### src/rtl/nr_sqrt_pkg.sv
package nr_sqrt_pkg;

  // Strobes from the sequencer to the datapath
  typedef struct packed {
    logic load;   // capture radicand, clear root
    logic step;   // one non-restoring pass
    logic fix;    // final cleanup cycle
  } sqrtCtl_t;

  typedef enum logic [1:0] {
    ST_IDLE = 2'd0,
    ST_ITER = 2'd1,
    ST_FIX  = 2'd2
  } sqrtState_e;

endpackage

### src/rtl/nr_sqrt_addsub.sv
module nr_sqrt_addsub #(
  parameter int WIDTH = 18
) (
  input  logic [WIDTH-1:0] opA,
  input  logic [WIDTH-1:0] opB,
  input  logic             sub,
  output logic [WIDTH-1:0] sum
);

  logic [WIDTH-1:0] opBx;

  always_comb begin
    opBx = sub ? ~opB : opB;
    sum  = opA + opBx + WIDTH'(sub);
  end

endmodule

### src/rtl/nr_sqrt_ctrl.sv
module nr_sqrt_ctrl
  import nr_sqrt_pkg::*;
#(
  parameter int ROOT_W = 8,
  localparam int IDX_W = $clog2(ROOT_W)
) (
  input  logic             clk,
  input  logic             rstN,
  input  logic             startValid,
  output sqrtCtl_t         ctl,
  output logic [IDX_W-1:0] stepIdx,
  output logic             busy,
  output logic             doneValid
);

  localparam int CNT_W = IDX_W + 2;

  sqrtState_e state;
  logic       lastStep;

  always_comb begin
    lastStep = (stepIdx == '0);
    ctl.load = startValid && (state == ST_IDLE);
    ctl.step = (state == ST_ITER);
    ctl.fix  = (state == ST_FIX);
    busy     = (state != ST_IDLE);
  end

  always_ff @(posedge clk or negedge rstN) begin
    if (!rstN) begin
      state     <= ST_IDLE;
      stepIdx   <= '0;
      doneValid <= 1'b0;
    end else begin
      doneValid <= ctl.fix;
      unique case (state)
        ST_IDLE: if (ctl.load) begin
          state   <= ST_ITER;
          stepIdx <= IDX_W'(ROOT_W - 1);
        end
        ST_ITER: begin
          if (lastStep) state <= ST_FIX;
          else          stepIdx <= stepIdx - 1'b1;
        end
        ST_FIX:  state <= ST_IDLE;
        default: state <= ST_IDLE;
      endcase
    end
  end

  // Checker state: cycles spent busy since the last accepted request
  logic [CNT_W-1:0] busyCnt;
  always_ff @(posedge clk or negedge rstN) begin
    if (!rstN)          busyCnt <= '0;
    else if (ctl.load)  busyCnt <= '0;
    else if (busy)      busyCnt <= busyCnt + 1'b1;
  end

  // completion comes N+1 busy cycles after acceptance
  p_latency_r2: assert property (@(posedge clk) disable iff (!rstN)
    doneValid |-> (busyCnt == CNT_W'(ROOT_W + 1)));

  // completion is a single-cycle pulse
  p_done_pulse_r4: assert property (@(posedge clk) disable iff (!rstN)
    doneValid |=> !doneValid);

  // a request during iteration does not end the running operation
  p_start_ignored_r3: assert property (@(posedge clk) disable iff (!rstN)
    (state == ST_ITER && startValid) |=> busy);

  // at most one strobe per cycle
  p_one_strobe_r2: assert property (@(posedge clk) disable iff (!rstN)
    $onehot0({ctl.load, ctl.step, ctl.fix}));

endmodule

### src/rtl/nr_sqrt_datapath.sv
module nr_sqrt_datapath
  import nr_sqrt_pkg::*;
#(
  parameter int ROOT_W = 8,
  localparam int IDX_W = $clog2(ROOT_W),
  localparam int RAD_W = 2 * ROOT_W,
  localparam int REM_W = RAD_W + 2
) (
  input  logic              clk,
  input  logic              rstN,
  input  sqrtCtl_t          ctl,
  input  logic [IDX_W-1:0]  stepIdx,
  input  logic [RAD_W-1:0]  radicand,
  output logic [ROOT_W-1:0] root
);

  logic [REM_W-1:0]  remReg;
  logic [ROOT_W-1:0] rootReg;
  logic              remNeg;
  logic [ROOT_W-1:0] setBit;
  logic [ROOT_W-1:0] rootNext;
  logic [ROOT_W-1:0] termBase;
  logic [IDX_W:0]    shAmt;
  logic [IDX_W:0]    sqAmt;
  logic [REM_W-1:0]  term;
  logic [REM_W-1:0]  opA;
  logic [REM_W-1:0]  opB;
  logic              doSub;
  logic [REM_W-1:0]  sum;

  always_comb begin
    remNeg = remReg[REM_W-1];
    setBit = ROOT_W'(1) << stepIdx;
    // Lowest set bit of rootReg sits at stepIdx+1, so both moves are bit edits
    if (remNeg) rootNext = (rootReg & ~{setBit[ROOT_W-2:0], 1'b0}) | setBit;
    else        rootNext = rootReg | setBit;
    // Change of y*y is 2*base*w + w*w, base being the smaller of old/new root
    termBase = remNeg ? rootNext : rootReg;
    shAmt    = {1'b0, stepIdx} + 1'b1;
    sqAmt    = {stepIdx, 1'b0};
    term     = (REM_W'(termBase) << shAmt) | (REM_W'(1) << sqAmt);
    if (ctl.fix) begin
      opA   = REM_W'(rootReg);
      opB   = REM_W'(1);
      doSub = 1'b1;
    end else begin
      opA   = remReg;
      opB   = term;
      doSub = !remNeg;
    end
  end

  nr_sqrt_addsub #(.WIDTH(REM_W)) addsub_i (
    .opA (opA),
    .opB (opB),
    .sub (doSub),
    .sum (sum)
  );

  always_ff @(posedge clk or negedge rstN) begin
    if (!rstN) begin
      remReg  <= '0;
      rootReg <= '0;
    end else if (ctl.load) begin
      remReg  <= REM_W'(radicand);
      rootReg <= '0;
    end else if (ctl.step) begin
      remReg  <= sum;
      rootReg <= rootNext;
    end else if (ctl.fix && remNeg) begin
      rootReg <= sum[ROOT_W-1:0];
    end
  end

  assign root = rootReg;

  // before cleanup the root is exact (zero remainder) or odd
  p_odd_unless_exact_r1: assert property (@(posedge clk) disable iff (!rstN)
    (ctl.fix && remReg != '0) |-> rootReg[0]);

  // an exact root keeps its value through cleanup
  p_exact_kept_r1: assert property (@(posedge clk) disable iff (!rstN)
    (ctl.fix && !remNeg) |=> $stable(rootReg));

  // without a strobe the root holds
  p_root_hold_r5: assert property (@(posedge clk) disable iff (!rstN)
    !(ctl.load || ctl.step || ctl.fix) |=> $stable(rootReg));

endmodule

### src/rtl/nr_isqrt.sv
module nr_isqrt
  import nr_sqrt_pkg::*;
#(
  parameter int ROOT_W = 8
) (
  input  logic                  clk,
  input  logic                  rstN,
  input  logic                  startValid,
  input  logic [2*ROOT_W-1:0]   radicand,
  output logic                  busy,
  output logic                  doneValid,
  output logic [ROOT_W-1:0]     root
);

  localparam int IDX_W = $clog2(ROOT_W);

  sqrtCtl_t         ctl;
  logic [IDX_W-1:0] stepIdx;

  nr_sqrt_ctrl #(.ROOT_W(ROOT_W)) ctrl_i (
    .clk        (clk),
    .rstN       (rstN),
    .startValid (startValid),
    .ctl        (ctl),
    .stepIdx    (stepIdx),
    .busy       (busy),
    .doneValid  (doneValid)
  );

  nr_sqrt_datapath #(.ROOT_W(ROOT_W)) dp_i (
    .clk      (clk),
    .rstN     (rstN),
    .ctl      (ctl),
    .stepIdx  (stepIdx),
    .radicand (radicand),
    .root     (root)
  );

endmodule

### config.mk
export PLATFORM = sky130hd
export DESIGN_NAME = nr_isqrt
export DESIGN_NICKNAME = d
export VERILOG_FILES = /design/src/rtl/nr_sqrt_pkg.sv /design/src/rtl/nr_sqrt_addsub.sv /design/src/rtl/nr_sqrt_ctrl.sv /design/src/rtl/nr_sqrt_datapath.sv /design/src/rtl/nr_isqrt.sv
export SDC_FILE = /design/constraint.sdc
export NUM_CORES = 1
export LEC_CHECK = 0
export BUFFER_PORTS_ARGS = -buffer_cell sky130_fd_sc_hd__buf_2
export CAP_MARGIN = 25
export CELL_PAD_IN_SITES_DETAIL_PLACEMENT = 1
export CELL_PAD_IN_SITES_GLOBAL_PLACEMENT = 1
export CORE_MARGIN = 1.5
export CORE_UTILIZATION = 50
export DETAILED_ROUTE_END_ITERATION = 12
export PLACE_DENSITY_LB_ADDON = 0.1
export SETUP_SLACK_MARGIN = 0.02
export SLEW_MARGIN = 15
export SYNTH_ARGS = -nofsm -noshare
export SYNTH_HDL_FRONTEND = slang
export SYNTH_HIERARCHICAL = 1
export SYNTH_SLANG_ARGS = --single-unit
### constraint.sdc
create_clock -name clk -period 9.1 [get_ports clk]
set_input_delay 0.455 -clock clk [delete_from_list [all_inputs] [get_ports clk]]
set_output_delay 0.455 -clock clk [all_outputs]
set_load 0.005 [all_outputs]
==> Word-level counts from Yosys, hierarchy flattened <==
Index checks and enable logic that the tools add are counted.
{ "totals": {"regBits": 32, "output_inout_bits": 10, "wordCells": 51} }
{ "classes": {"addsub": 4, "n_eq_ne": 5, "shifts": 3, "mux": 17, "bitwise": 6, "reduce_logical": 11} }
{ "ops": {"columns": ["cell", "count"], "rows": [
  ["$mux 18", 5],
  ["$mux 8", 5],
  ["$add 18x1->18", 1],
  ["$add 18x18->18", 1],
  ["$not 18->18", 1],
  ["$or 18x18->18", 1],
  ["$shl 1x4->18 const A", 1],
  ["$shl 8x4->18", 1],
  ["$or 8x8->8", 2],
  ["$and 8x8->8", 1],
  ["$not 8->8", 1],
  ["$shl 1x3->8 const A", 1],
  ["$mux 3", 2],
  ["$pmux 3 s2", 1],
  ["$reduce_bool 2->1", 3],
  ["$add 3x1->4 const B", 1],
  ["$mux 2", 2],
  ["$ne 2x2->1 const B", 2],
  ["$pmux 2 s2", 1],
  ["$logic_not 3->1", 1],
  ["$reduce_and 3->1", 1],
  ["$reduce_bool 3->1", 1],
  ["$sub 3x1->3 const B", 1],
  ["$eq 2x1->1 const B", 1],
  ["7 further kinds", 8]
]} }

==> Longest topological paths before layout <==
{ "depth": {"depth_word": 16, "mapped_depth": 20, "depth_no_buf": 17} }

==> Hierarchy <==
The synthesis kept the hierarchy.
{ "modules_own_cells": {"columns": ["mod", "n_inst", "cells_each", "area_each_um2"], "rows": [
  ["nr_sqrt_datapath", 1, 295, 2382.3],
  ["nr_sqrt_addsub", 1, 132, 1014.7],
  ["nr_sqrt_ctrl", 1, 26, 290.3]
]} }

==> Least setup slack after synthesis <==
OpenSTA, ideal clock, no wires.
{ "synth_path": {"path_type": "register -> register", "startpoint": "register ctrl_i.stepIdx[2]", "endpoint": "register dp_i.remReg[12]", "setup_ns": 0.133, "arrival_time_ns": 3.785, "setup_slack_ns": 5.181, "stages_incl_launch_ff": 19, "path_buffers": 3, "period_less_slack_ns": 3.919, "cell_sequence": "dfrtp_1 > buf_6 > buf_2 > inv_1 > ha_1 > nor2b_1 > clkbuf_1 > o211ai_1 > o21ai_0 > mux2_4 > fa_1 > a21oi_1 > o21ai_1 > a311o_1 > a21boi_2 > o21ai_1 > xor2_1 > mux2i_1 > o21ai_0"} }
{ "synth_between": {"elab_chain_len": 15, "word_cells_on_any_way": 18, "cone_classes": "3 x add/sub; 3 x shift; 6 x mux; 6 x bitwise"} }
{ "synth_rtl": {"columns": ["element", "line_no", "text"], "rows": [
  ["from (decl)", "nr_sqrt_ctrl.sv:11", "output logic [IDX_W-1:0] stepIdx,"],
  ["from (signal assigned)", "nr_sqrt_ctrl.sv:39", "stepIdx <= IDX_W'(ROOT_W - 1);"],
  ["from (signal assigned)", "nr_sqrt_ctrl.sv:43", "else stepIdx <= stepIdx - 1'b1;"],
  ["$shl 1x3->8", "nr_sqrt_datapath.sv:33", "setBit = ROOT_W'(1) << stepIdx;"],
  ["$not 8->8", "nr_sqrt_datapath.sv:35", "if (remNeg) rootNext = (rootReg & ~{setBit[ROOT_W-2:0], 1'b0}) | setBit;"],
  ["$and 8x8->8", "nr_sqrt_datapath.sv:35", null],
  ["$or 8x8->8", "nr_sqrt_datapath.sv:35", null],
  ["$mux 8", "nr_sqrt_datapath.sv:35", null],
  ["$mux 8", "nr_sqrt_datapath.sv:38", "termBase = remNeg ? rootNext : rootReg;"],
  ["$shl 8x4->18", "nr_sqrt_datapath.sv:41", "term = (REM_W'(termBase) << shAmt) | (REM_W'(1) << sqAmt);"],
  ["$or 18x18->18 (*)", "nr_sqrt_datapath.sv:41", null],
  ["$mux 18 (*)", "nr_sqrt_datapath.sv:42", "if (ctl.fix) begin"],
  ["net dp_i.opB[0]", "nr_sqrt_datapath.sv:27", "logic [REM_W-1:0] opB;"],
  ["$not 18->18", "nr_sqrt_addsub.sv:13", "opBx = sub ? ~opB : opB;"],
  ["$mux 18 (*)", "nr_sqrt_addsub.sv:13", null],
  ["$add 18x18->18 (*)", "nr_sqrt_addsub.sv:14", "sum = opA + opBx + WIDTH'(sub);"],
  ["$add 18x1->18 (*)", "nr_sqrt_addsub.sv:14", null],
  ["net dp_i.sum[12]", "nr_sqrt_datapath.sv:29", "logic [REM_W-1:0] sum;"],
  ["$mux 18 (*)", "nr_sqrt_datapath.sv:67", "end else if (ctl.step) begin"],
  ["$mux 18 (*)", "nr_sqrt_datapath.sv:64", "end else if (ctl.load) begin"],
  ["to (signal assigned)", "nr_sqrt_datapath.sv:65", "remReg <= REM_W'(radicand);"],
  ["to (signal assigned)", "nr_sqrt_datapath.sv:68", "remReg <= sum;"],
  ["to (decl)", "nr_sqrt_datapath.sv:17", "logic [REM_W-1:0] remReg;"]
]} }
Mark *: on every way through the listed nets, which the timed path passes. The rest lies on a longest branch. The select of a mux whose other input is x is not followed.
A chain may end at the register's enable or synchronous reset.

==> Worst setup path after layout <==
{ "layout_path": {"startpoint": "register ctrl_i.stepIdx[0]", "endpoint": "register dp_i.remReg[12]"} }
Same word-level chain as after synthesis.

==> flow_summary.ini <==
[routing]
vias = 3448
first_iter_violations = 155
via_per_inst = 6.09
drc = 0
dr.pass1.iters = 4
wl_per_cell_um = 20.2
routed_wl_mm = 11.4
drtAntennaViolNets = 0

[global_routing]
gr-total-overflow = 0
grtUsageTotal_pct = 30.7
antenna_found_initial = 0
grt_pass1_vias = 3538
grt_first_pass_wirelength_mm = 18.3
grt_max_degree = 44

[clock_tree]
cts_hold_buffers = 0
clk_pin_slew_ns = 0.08
cts_max_path_buffers = 2
cts_root_buffer = clkbuf_8
tritoncts = built
htree_levels = 2
insertion_delay_ns = 0.29
cts_buffers = 5
clock-sinks = 32
cts_resized = 0
post_cts_buffers = 0

[placement]
dp_cells = 557
io_buffers = 28
gp_congestion = 0.939
dp_hpwl_mm = 8.56

[layout]
fin_cells = 566
n_antenna_cell = 0
syn_to_final_growth_pct = 7.47
nNetsFinal = 510
layout-drive-gt1-share_pct = 17.1
ff_latch_area_um2 = 801
layout_common_cells = nand2_1 (61), nor2_1 (35), dfrtp_1 (32), o21ai_0 (31), buf_2 (28)
final_common_cell = nand2_1
fillers = 890
multiInputGateArea_mm2 = 0.00271

[setup_path]
startpoint = ctrl_i/stepIdx[0]
critPathLaunchType = flip-flop
setup.worst_path.end = dp_i/remReg[12]
critPathBufInv = 1
worstPathRequired_ns = 9.26
regToRegStartpoint = ctrl_i/stepIdx[0]
cp.depth = 15
path_cells = inv_2, ha_1, nor2b_1, o211ai_1, o21ai_0, mux2_4, fa_1, a21oi_1, o21ai_1, a311o_1, a21boi_2, o21ai_1, xor2_1, mux2i_1, o21ai_0
cp-end-kind = flip-flop
r2r_end = dp_i/remReg[12]
slowest_stage = dfrtp_1
cpPeakStageDelay_ns = 0.98
worst-r2r-cell-count = 15
cp_max_fo = 27
worst-setup-path-type = reg2reg
rrSetupSlack_ns = 3.81
arrival_ns = 5.45
path_delay_family = compound AO/OA/AOI/OAI gates

[yosys]
synth_warnings = 6
synthesis.area_mm2 = 0.00369
synth_area_per_cell_um2 = 8.14
synth_simple_gate_area_share_pct = 20.2
synthMuxAreaShare_pct = 10.6
synth_ff_type = dfrtp_1
ys_seq_area_share_pct = 21.7
synth_xor_area_share_pct = 7.84
ys_types = 68
synth_compound_area_share_pct = 25.9
synth_top_family_by_area = compound AO/OA/AOI/OAI gates
synth_async_sr_flop_share_pct = 100
ys_ff_latch = 32
syn_inst = 453
syn-num-nets = 497
synth_edf_count = 0
yosys.area_share.adder_pct = 8.69

[sta]
tightest_slew_ns = 0.957
period_needed_ns = 5.29
relSlewSlack_pct = 36.2
fmax_mhz = 189
slew_viol_final = 0
hold_viol = 0
finalClockSkew_ns = 0.00642
period_share_pct = 58.2
rsz0062_at_grt = no
setup_viol = 0
tns_ns = 0

[die]
core_mm2 = 0.00718
die_area_mm2 = 0.00790
die_w_um = 88.9
io_pins = 29
fp.dieH_um = 88.9
initial_core_util_pct = 51.4
fp-row-count = 31

[flow_run]
drv_cap = 0

[run_status]
outcome = finished clean

[min_path]
hold_class = in2async
## sequential cells by signal (all words and copies together) (netlist names)
name              cells
ctrl_i/doneValid      1
dp_i/remReg          18
dp_i/root             8
ctrl_i/state          2
ctrl_i/stepIdx        3
## kinds of logic (layout without fill, tap and decap cells)
logic type / after synthesis / count (layout)
AO/OA/AOI/OAI: 132 / 132
XOR/XNOR: 33 / 33
adder cells (fa/ha/maj): 25 / 25
buffers and inverters: 39 / 53
flip-flops: 32 / 32
multiplexers: 37 / 37
AND/OR/NAND/NOR: 155 / 155
## worst min-delay path by stage
stage                               start                to  slack [ns]  depth (start not counted)
after CTS                            rstN   dp_i/remReg[17]        0.27                          1
after detailed placement  dp_i/remReg[16]   dp_i/remReg[16]        0.53                          2
after global placement    dp_i/remReg[16]   dp_i/remReg[16]        0.49                          2
after global routing                 rstN   dp_i/remReg[17]        0.29                          1
after floorplan                      rstN  ctrl_i/doneValid        0.16                          0
final                                rstN   dp_i/remReg[17]        0.22                          1
## layer usage
layer  vias to the layer above  wire [um]  global-route usage [%]
met3                        18        517                    4.85
met2                        80       5510                    52.0
li1                       1662          -                       -
met5                         -          0                       0
met4                         0        187                    8.95
met1                      1688       5220                    40.3
## synthesized netlist by cell type, types with 4 or more instances
cell / n / area share (%)
o21ai_0: 31 / 4.2
ha_1: 24 / 8.1
inv_1: 9 / 0.92
nand2_1: 61 / 6.2
and2_1: 4 / 0.68
nor3_1: 6 / 0.81
a31oi_1: 6 / 1.0
clkbuf_1: 13 / 1.3
buf_2: 7 / 0.95
o31ai_1: 4 / 0.81
a21oi_2: 4 / 0.95
mux2_2: 10 / 3.1
mux2i_1: 25 / 6.8
nand2b_1: 5 / 0.85
a311o_1: 4 / 1.1
nor2_1: 36 / 3.7
xor2_1: 23 / 5.5
a21oi_1: 24 / 3.3
o211ai_1: 7 / 1.4
nor2b_1: 15 / 2.5
o21ai_1: 4 / 0.54
o41ai_1: 4 / 0.95
xnor2_1: 10 / 2.4
dfrtp_1: 32 / 22
a22oi_1: 4 / 0.81
nand3_1: 12 / 1.6
## metrics by stage
stage	hold slack (ns)	util, %	setup slack (ns)	cell area (um2)
after detailed placement	0.527	53.9	3.90	3870
final	0.217	55.2	3.81	3960
after floorplan	0.159	-	5.18	3690
after global placement	0.494	53.5	4.01	3840
after CTS	0.275	55.1	3.86	3960
after global routing	0.286	55.2	3.41	3960
## layout make-up
type / count / area share [%]
multi-input cells: 382 / 68.4
clock inverters: 3 / 0.474
inverters: 13 / 1.23
repair buffers: 32 / 4.80
clock buffers: 5 / 1.74
flip-flops and latches: 32 / 20.2
well taps: 99 / 3.13
Power is not shown: default switching activity piles up to over one toggle a cycle in this logic, so the estimate is an artifact.
